<file path="src/rtl/irq_ctrl_pkg.sv">
package irq_ctrl_pkg;
   localparam int unsigned REG_W    = 16;
   localparam int unsigned LEVELS   = 4;
   localparam int unsigned PEND_LSB = 0;
   localparam int unsigned MASK_LSB = PEND_LSB + LEVELS;
   localparam int unsigned EN_BIT   = MASK_LSB + LEVELS;
   localparam int unsigned IDLE_BIT = EN_BIT + 1;
   localparam int unsigned USED_W   = IDLE_BIT + 1;
endpackage

</file>
<file path="src/rtl/irq_edge_det.sv">
module irq_edge_det #(
   parameter int unsigned N = 4
) (
   input  logic         clk,
   input  logic         rst_n,
   input  logic [N-1:0] req_i,
   output logic [N-1:0] rise_o
);
   logic [N-1:0] prev_q;

   for (genvar n = 0; n < N; n++) begin : g_line
      always_ff @(posedge clk or negedge rst_n) begin
         if (!rst_n) prev_q[n] <= 1'b0;
         else        prev_q[n] <= req_i[n];
      end
      assign rise_o[n] = req_i[n] & ~prev_q[n];
   end
endmodule

</file>
<file path="src/rtl/irq_pend_bank.sv">
module irq_pend_bank #(
   parameter int unsigned N = 4
) (
   input  logic         clk,
   input  logic         rst_n,
   input  logic [N-1:0] rise_i,
   input  logic [N-1:0] clr_i,
   input  logic         we_i,
   input  logic [N-1:0] wdata_i,
   output logic [N-1:0] pend_o
);
   for (genvar n = 0; n < N; n++) begin : g_bit
      always_ff @(posedge clk or negedge rst_n) begin
         if (!rst_n)          pend_o[n] <= 1'b0;
         else if (rise_i[n])  pend_o[n] <= 1'b1;
         else if (clr_i[n])   pend_o[n] <= 1'b0;
         else if (we_i)       pend_o[n] <= wdata_i[n];
      end
   end

   // an edge always leaves its pending bit set
   p_edge_sets_r3: assert property (@(posedge clk) disable iff (!rst_n)
      (rise_i != '0) |=> ((pend_o & $past(rise_i)) == $past(rise_i)));
   // an acknowledge clear beats a write of 1 on the same bit
   p_clear_beats_write_r9: assert property (@(posedge clk) disable iff (!rst_n)
      (clr_i != '0 && (clr_i & rise_i) == '0) |=> ((pend_o & $past(clr_i)) == '0));
endmodule

</file>
<file path="src/rtl/irq_prio_enc.sv">
module irq_prio_enc #(
   parameter int unsigned N         = 4,
   parameter bit          HIGH_WINS = 1'b1,
   localparam int unsigned LW       = (N > 1) ? $clog2(N) : 1
) (
   input  logic [N-1:0]  cand_i,
   output logic          valid_o,
   output logic [LW-1:0] lvl_o
);
   if (HIGH_WINS) begin : g_high
      always_comb begin
         valid_o = 1'b0;
         lvl_o   = '0;
         for (int i = 0; i < N; i++) begin
            if (cand_i[i]) begin
               valid_o = 1'b1;
               lvl_o   = LW'(i);
            end
         end
      end
   end else begin : g_low
      always_comb begin
         valid_o = 1'b0;
         lvl_o   = '0;
         for (int i = N - 1; i >= 0; i--) begin
            if (cand_i[i]) begin
               valid_o = 1'b1;
               lvl_o   = LW'(i);
            end
         end
      end
   end

   // the reported level is itself a candidate
   always_comb begin
      if (valid_o) p_lvl_is_cand_r6: assert (cand_i[lvl_o]);
   end
endmodule

</file>
<file path="src/rtl/irq_ctrl_reg.sv">
module irq_ctrl_reg
   import irq_ctrl_pkg::*;
#(
   parameter int unsigned DATA_W   = REG_W,
   parameter int unsigned NUM_LVL  = LEVELS,
   localparam int unsigned LVL_W   = $clog2(NUM_LVL)
) (
   input  logic              clk,
   input  logic              rst_n,
   input  logic              bus_we,
   input  logic [DATA_W-1:0] bus_wdata,
   output logic [DATA_W-1:0] bus_rdata,
   input  logic [NUM_LVL-1:0] req_i,
   input  logic              ack_i,
   input  logic              rti_i,
   output logic              irq_o,
   output logic [LVL_W-1:0]  irq_lvl_o
);
   if (DATA_W != REG_W) begin : g_bad_width
      $error("irq_ctrl_reg: DATA_W must equal the packed layout width");
   end
   if (NUM_LVL != LEVELS) begin : g_bad_levels
      $error("irq_ctrl_reg: NUM_LVL must equal the packed level count");
   end

   logic [NUM_LVL-1:0] rise;
   logic [NUM_LVL-1:0] pend;
   logic [NUM_LVL-1:0] clr;
   logic [NUM_LVL-1:0] mask_q;
   logic [NUM_LVL-1:0] cand;
   logic               en_q;
   logic               idle_q;
   logic               any_cand;
   logic               take;
   logic               unused_hi;

   assign unused_hi = ^bus_wdata[DATA_W-1:USED_W];

   irq_edge_det #(.N(NUM_LVL)) u_edge (
      .clk    (clk),
      .rst_n  (rst_n),
      .req_i  (req_i),
      .rise_o (rise)
   );

   irq_pend_bank #(.N(NUM_LVL)) u_pend (
      .clk     (clk),
      .rst_n   (rst_n),
      .rise_i  (rise),
      .clr_i   (clr),
      .we_i    (bus_we),
      .wdata_i (bus_wdata[PEND_LSB +: NUM_LVL]),
      .pend_o  (pend)
   );

   assign cand = pend & mask_q;

   irq_prio_enc #(.N(NUM_LVL), .HIGH_WINS(1'b1)) u_prio (
      .cand_i  (cand),
      .valid_o (any_cand),
      .lvl_o   (irq_lvl_o)
   );

   assign irq_o = idle_q & en_q & any_cand;
   assign take  = ack_i & irq_o;

   for (genvar n = 0; n < NUM_LVL; n++) begin : g_clr
      assign clr[n] = take && (irq_lvl_o == LVL_W'(n));
   end

   always_ff @(posedge clk or negedge rst_n) begin
      if (!rst_n) begin
         en_q   <= 1'b0;
         mask_q <= '0;
      end else if (bus_we) begin
         en_q   <= bus_wdata[EN_BIT];
         mask_q <= bus_wdata[MASK_LSB +: NUM_LVL];
      end
   end

   always_ff @(posedge clk or negedge rst_n) begin
      if (!rst_n)      idle_q <= 1'b1;
      else if (take)   idle_q <= 1'b0;
      else if (rti_i)  idle_q <= 1'b1;
      else if (bus_we) idle_q <= bus_wdata[IDLE_BIT];
   end

   always_comb begin
      bus_rdata                         = '0;
      bus_rdata[PEND_LSB +: NUM_LVL]    = pend;
      bus_rdata[MASK_LSB +: NUM_LVL]    = mask_q;
      bus_rdata[EN_BIT]                 = en_q;
      bus_rdata[IDLE_BIT]               = idle_q;
   end

   // a taken acknowledge enters the handler state
   p_ack_drops_idle_r7: assert property (@(posedge clk) disable iff (!rst_n)
      (ack_i && irq_o) |=> !bus_rdata[IDLE_BIT]);
   // a taken acknowledge retires the granted level
   p_ack_clears_pend_r7: assert property (@(posedge clk) disable iff (!rst_n)
      (ack_i && irq_o && !rise[irq_lvl_o]) |=> !pend[$past(irq_lvl_o)]);
   // a return strobe without acknowledge leaves the handler state
   p_rti_sets_idle_r8: assert property (@(posedge clk) disable iff (!rst_n)
      (rti_i && !ack_i) |=> bus_rdata[IDLE_BIT]);
   // no delivery during a handler
   p_no_irq_in_handler_r5: assert property (@(posedge clk) disable iff (!rst_n)
      (ack_i && irq_o && !bus_we) |=> !irq_o);
   // without a write the enable and masks hold
   p_cfg_hold_r9: assert property (@(posedge clk) disable iff (!rst_n)
      !bus_we |=> $stable(bus_rdata[EN_BIT:MASK_LSB]));
endmodule

</file>
<file path="config.mk">
export PLATFORM = sky130hd
export DESIGN_NAME = irq_ctrl_reg
export DESIGN_NICKNAME = d
export VERILOG_FILES = /design/src/rtl/irq_ctrl_pkg.sv /design/src/rtl/irq_edge_det.sv /design/src/rtl/irq_pend_bank.sv /design/src/rtl/irq_prio_enc.sv /design/src/rtl/irq_ctrl_reg.sv
export SDC_FILE = /design/constraint.sdc
export NUM_CORES = 1
export LEC_CHECK = 0
export BUFFER_PORTS_ARGS = -buffer_cell sky130_fd_sc_hd__buf_2
export CAP_MARGIN = 0
export CORE_MARGIN = 2
export CORE_UTILIZATION = 32
export CTS_BUF_LIST = sky130_fd_sc_hd__clkbuf_8
export DETAILED_ROUTE_END_ITERATION = 7
export MAX_ROUTING_LAYER = met4
export PLACE_DENSITY = 0.69
export SYNTH_ARGS = -nofsm -noshare
export SYNTH_HDL_FRONTEND = slang
export SYNTH_HIERARCHICAL = 1
export SYNTH_SLANG_ARGS = --single-unit
</file>
<file path="constraint.sdc">
create_clock -name clk -period 5.08 [get_ports clk]
set_clock_uncertainty 0.15 [all_clocks]
set_input_delay 0.762 -clock clk [delete_from_list [all_inputs] [get_ports clk]]
set_output_delay 0.762 -clock clk [all_outputs]
set_load 0.05 [all_outputs]
</file>
Word level (Yosys, flattened, before mapping)
Cells that the tools add are included.

Register bits: 14. Latch bits: 0. Memory bits (writable): 0. Bits in read-only memories: 0. Input bits: 25. Output and inout port bits: 19. Logic and storage cells: 58. Memories kept: 0.

$add $sub $neg: 0. Multiply operators: 0. Divide/modulo/power cells: 0. $lt $le $gt $ge: 0. Equal/unequal tests: 3. Shifts and indexed selects: 0. Mux-type cells: 22. Bitwise logic cells: 12. Reduce and logical (&&, ||, !) cells: 10.

Operator list (count): 1-bit 2-to-1 mux (20); 3-bit nonzero test (5); 1-bit AND (7); 4-bit AND (1); 2-bit == test (second input constant) (2); 1-bit logical AND (4); 2-bit 2-to-1 mux (2); 1-bit inverter (4); 2-bit by 1-bit == test with 1-bit output (second input constant) (1); 2-bit zero test (1).

Logic depth before layout (Yosys ltp)
Word-level depth: 10. Mapped depth: 6. Mapped depth without buffers: 6.

Hierarchy
The synthesis kept the hierarchy.

Modules (own cells, without submodules): irq_ctrl_reg (instances 1, cells each 34, area each 370.4 sq um, sequential area each 151.4 sq um); irq_pend_bank (instances 1, cells each 13, area each 175.2 sq um, sequential area each 100.1 sq um); irq_edge_det (instances 1, cells each 8, area each 155.1 sq um, sequential area each 100.1 sq um); irq_prio_enc (instances 1, cells each 4, area each 23.8 sq um, sequential area each 0.0 sq um).

Worst setup path after synthesis
Ideal clock, no wire load.

Path kind: register to output. From: register u_pend.pend_o[2]. To: output irq_o. Data arrival time: 1.999 ns. Required time: 4.168 ns. Path slack: 2.169 ns. Stages on the path, launching flop included: 5. Path buffers: 0. Path through: dfrtp_1 and2_1 or2_1 or3_1 and3_1.

Word-level cells in the longest chain between the ends: 4.

Ends and longest elaborated chain: from (decl) (line irq_pend_bank.sv:10) `output logic [N-1:0] pend_o`; from (signal, indexed assignment) (line irq_pend_bank.sv:17) `else if (we_i) pend_o[n] <= wdata_i[n];`; 4-bit AND (line irq_ctrl_reg.sv:56) `assign cand = pend & mask_q;`; net cand[2] (line irq_ctrl_reg.sv:30) `logic [NUM_LVL-1:0] cand;`; 1-bit 2-to-1 mux (2 in a row) (line irq_prio_enc.sv:15) `if (cand_i[i]) begin`; net any_cand (line irq_ctrl_reg.sv:33) `logic any_cand;`; 1-bit AND (line irq_ctrl_reg.sv:64) `assign irq_o = idle_q & en_q & any_cand;`; to (decl) (line irq_ctrl_reg.sv:16) `output logic irq_o,`.

The timed path passes the listed nets, and every way through them passes these cells.

Worst setup path in the final report
Ends and elaborated chain as after synthesis.

==> flow_results.org <==
** Outcome
- Result of the run :: complete, no violations

** Detailed routing
- The routed design has 1331 microns of wire.
- Number of nets still failing antenna checks after routing :: 0
- Total vias in the final route :: 511
- For this run, design rule violations remaining after detail routing come to 0.
- For this run, the detailed router's first-pass iteration total came to 1.
- Dividing the detail-routed wire length by the instance count gives 11.38 microns.
- Iter 0 DRT Violations :: 0
- Average vias per placed instance :: 4.368

** Place
- The count of buffers added on input and output ports is 31.
- Once detailed placement completed, the half-perimeter wirelength came to 1043 microns.
- At the placement stage, the worst setup path has a slack of 2.565 ns.
- Last weighted congestion value of the routability-driven placer :: 0.7025

** STA
- Final hold analysis gives a worst-case slack of 0.2524 ns.
- Post-layout worst setup margin :: 2.301 ns
- Share of the clock period used by the worst path after layout :: 54.70%
- The clock period could shrink to 2.779 ns.
- Maximum clock rate :: 359.9 MHz
- Setup repair after global routing left no endpoint under its margin.
- Final Slew Violations :: 0
- Setup TNS Final :: 0 ns
- Setup violations, final :: 0
- The hold violation count in the final report came to 0.

** Synthesis
- In the synthesized netlist, the number of instances is 59.
- The cell area that synthesis handed to floorplanning was 724.4 sq um.
- Part of the Yosys area used for sequential elements :: 48.53%
- Synthesized area per cell :: 12.28 sq um
- In this run, distinct cell masters in the synthesized netlist total 23.
- Register bit count reported by yosys :: 14
- For this run, the number of Yosys warnings is 6.

** Global routing
- Largest net degree at the start of global routing :: 15
- Global routing finished with a remaining overflow of 0.
- The number of antenna violations at the first check in global routing came to 0.
- Via count of the first global-routing pass :: 526
- Global routing used 11.94% of the available tracks across all layers.
- The first global-routing pass estimated 2270 microns of wire.

** Final layout
- Commonest non-fill, non-tap cell in the layout :: sky130_fd_sc_hd__buf_2
- Area used by multi-input combinational logic :: 311.5 sq um
- Number of nets at the end of the flow :: 115
- The repair_antennas step left the layout with diodes totalling 0.
- After filler insertion, the fill cell instance count of the layout stands at 251.
- Of the cells placed in the final design, the portion with a size suffix greater than 1 is 51.69%.
- Area added between synthesis and finish :: 25.91%
- In the final layout, flip-flops and latches occupy 351.6 sq um.
- In the layout the commonest cells are sky130_fd_sc_hd__buf_2 (31), sky130_fd_sc_hd__dfrtp_1 (13), sky130_fd_sc_hd__conb_1 (6).

** Setup path
- Sum of buffers and inverters on the critical path :: 1
- STA classifies the critical path endpoint as an output port.
- Walking the worst path, the cells encountered are and2_1 > or2_1 > or3_1 > and3_1 > buf_2.
- The worst setup path is of the flip-flop to output port kind.
- In this design, the largest share of critical-path delay is due to simple AND/OR/NAND/NOR gates.
- Critical path's largest stage delay :: 0.40 ns
- Number of cells on the worst reg-to-reg path :: 6
- Worst Setup SP :: u_pend/pend_o[2]
- At the worst endpoint, the arrival time is 1.87 ns.
- For flop-to-flop paths, the worst setup slack is 3.15 ns.
- The slowest stage of the critical path is the sky130_fd_sc_hd__dfrtp_1 cell.
- Startpoint types :: flip-flop
- Required time of the critical path :: 4.17 ns
- The worst register-to-register path begins at u_pend/pend_o[2].
- The worst register-to-register path ends at u_pend/pend_o[2].
- Along the worst path, the maximum fanout reaches 6.

** Clocking
- After clock tree synthesis, the clock-pin slew on the worst setup and hold paths is 0.06 ns.
- Clock buffer depth :: 2
- The number of gates resized after CTS was 0.
- CTS Sinks :: 14
- The tree is rooted in a sky130_fd_sc_hd__clkbuf_8.
- TritonCTS built the clock tree.
- Clock latency on the worst-skew pair, taken at its later pin, is 0.24 ns.
- Hold repair after CTS inserted 0 buffers.
- In this run, CTS created clock tree buffers numbering 3.
- Post-CTS timing repair inserted 0 buffers for setup.
- CTS built an H-tree with a depth of 1.

** Power
- Worst-case vdd ir drop :: 0.2496 mV
- For this design the static power due to leakage is 0.4591 nW.
- Cell Pwr Density :: 385.2 mW/mm^2

** Die
- Pin placement for this block handled 44 I/O pins.
- Cell Rows :: 17
- The die is 51.58 microns wide.
- For this configuration, the core starts out at a cell density of 33.39%.
- Overall die area :: 0.002661 sq mm
- Die H :: 51.58 microns
- After floorplanning, the core was sized to cover 0.002170 sq mm.

** Worst hold path
- The path class of the tightest hold or removal check is input pin to async pin.

** Flow run
- Number of max-capacitance violations reported :: 0
[registers in the layout (all words and copies together), names as in the netlist]
signal	flops
mask_q	4
en_q	1
u_pend/pend_o	4
idle_q	1
u_edge/prev_q	4
[synth_stat cells]
| cell | number | area (sq um) |
|---|---|---|
| sky130_fd_sc_hd__a21o_1 | 1 | 7.510 |
| sky130_fd_sc_hd__and2_1 | 4 | 25.02 |
| sky130_fd_sc_hd__and3_1 | 1 | 6.260 |
| sky130_fd_sc_hd__buf_4 | 8 | 60.06 |
| sky130_fd_sc_hd__buf_6 | 1 | 11.26 |
| sky130_fd_sc_hd__clkbuf_2 | 1 | 5.000 |
| sky130_fd_sc_hd__conb_1 | 1 | 3.750 |
| sky130_fd_sc_hd__dfrtp_1 | 13 | 325.3 |
| sky130_fd_sc_hd__dfstp_2 | 1 | 26.28 |
| sky130_fd_sc_hd__inv_1 | 1 | 3.750 |
| sky130_fd_sc_hd__mux2_2 | 5 | 56.30 |
| sky130_fd_sc_hd__mux2_4 | 1 | 15.01 |
| sky130_fd_sc_hd__mux2i_1 | 4 | 40.04 |
| sky130_fd_sc_hd__nand2_1 | 1 | 3.750 |
| sky130_fd_sc_hd__nand4_1 | 1 | 6.260 |
| sky130_fd_sc_hd__nor2_1 | 1 | 3.750 |
| sky130_fd_sc_hd__nor2b_4 | 4 | 55.05 |
| sky130_fd_sc_hd__nor3_1 | 1 | 5.000 |
| sky130_fd_sc_hd__nor3b_1 | 2 | 15.01 |
| sky130_fd_sc_hd__o21a_1 | 1 | 7.510 |
| sky130_fd_sc_hd__o21bai_1 | 4 | 30.03 |
| sky130_fd_sc_hd__or2_1 | 1 | 6.260 |
| sky130_fd_sc_hd__or3_1 | 1 | 6.260 |
[kinds of logic (layout without fill, tap and decap cells)]
family / count (synthesis) / count (layout) / share of synthesized area, %
other cells: 1 / 6 / 0.5176
mux: 10 / 10 / 15.37
compound gates: 6 / 6 / 6.219
flops: 14 / 14 / 48.53
buf+inv: 11 / 36 / 11.05
simple gates: 17 / 17 / 18.31
[final cells by class]
| cell class | count | share of cell area (%) |
|---|---|---|
| Multi-Input combinational cell | 39 | 34.16 |
| Sequential cell | 14 | 38.55 |
| Tap cell | 28 | 3.841 |
| Clock buffer | 4 | 6.036 |
| Timing Repair Buffer | 31 | 17.01 |
| Inverter | 1 | 0.4115 |
[metal layers]
metal	track usage (%)	up-vias	share of wire (%)
li1	-	242	-
met1	15.36	241	47
met2	18.16	28	44
met3	3.448	0	8.2
met4	3.947	0	0
met5	-	-	0
[power by group]
group | total [mW] | internal, mW | switching (mW)
clock | 0.107 | 0.0685 | 0.0381
sequential | 0.132 | 0.123 | 0.00825
combinational | 0.113 | 0.0320 | 0.0812
total | 0.351 | 0.224 | 0.127
[worst max path at each step]
stage,slack [ns],depth (start not counted),to
floorplan,2.17,4,irq_o
global placement,2.62,5,irq_o
detailed placement,2.56,5,irq_o
CTS,2.29,5,irq_o
global route,2.21,5,irq_o
finish,2.30,5,irq_o
[per-stage QoR]
stage	instances	util [%]	cell area (sq um)	total power, mW
after detailed placement	113	39.50	857.1	0.2475
final	117	42.04	912.1	0.3514
after floorplan	64	-	743.2	0.2258
after global placement	113	39.50	857.1	0.2450
after CTS	117	42.04	912.1	0.3559
after global routing	117	42.04	912.1	0.3704
No activity file was read; power rests on OpenSTA's default activity.
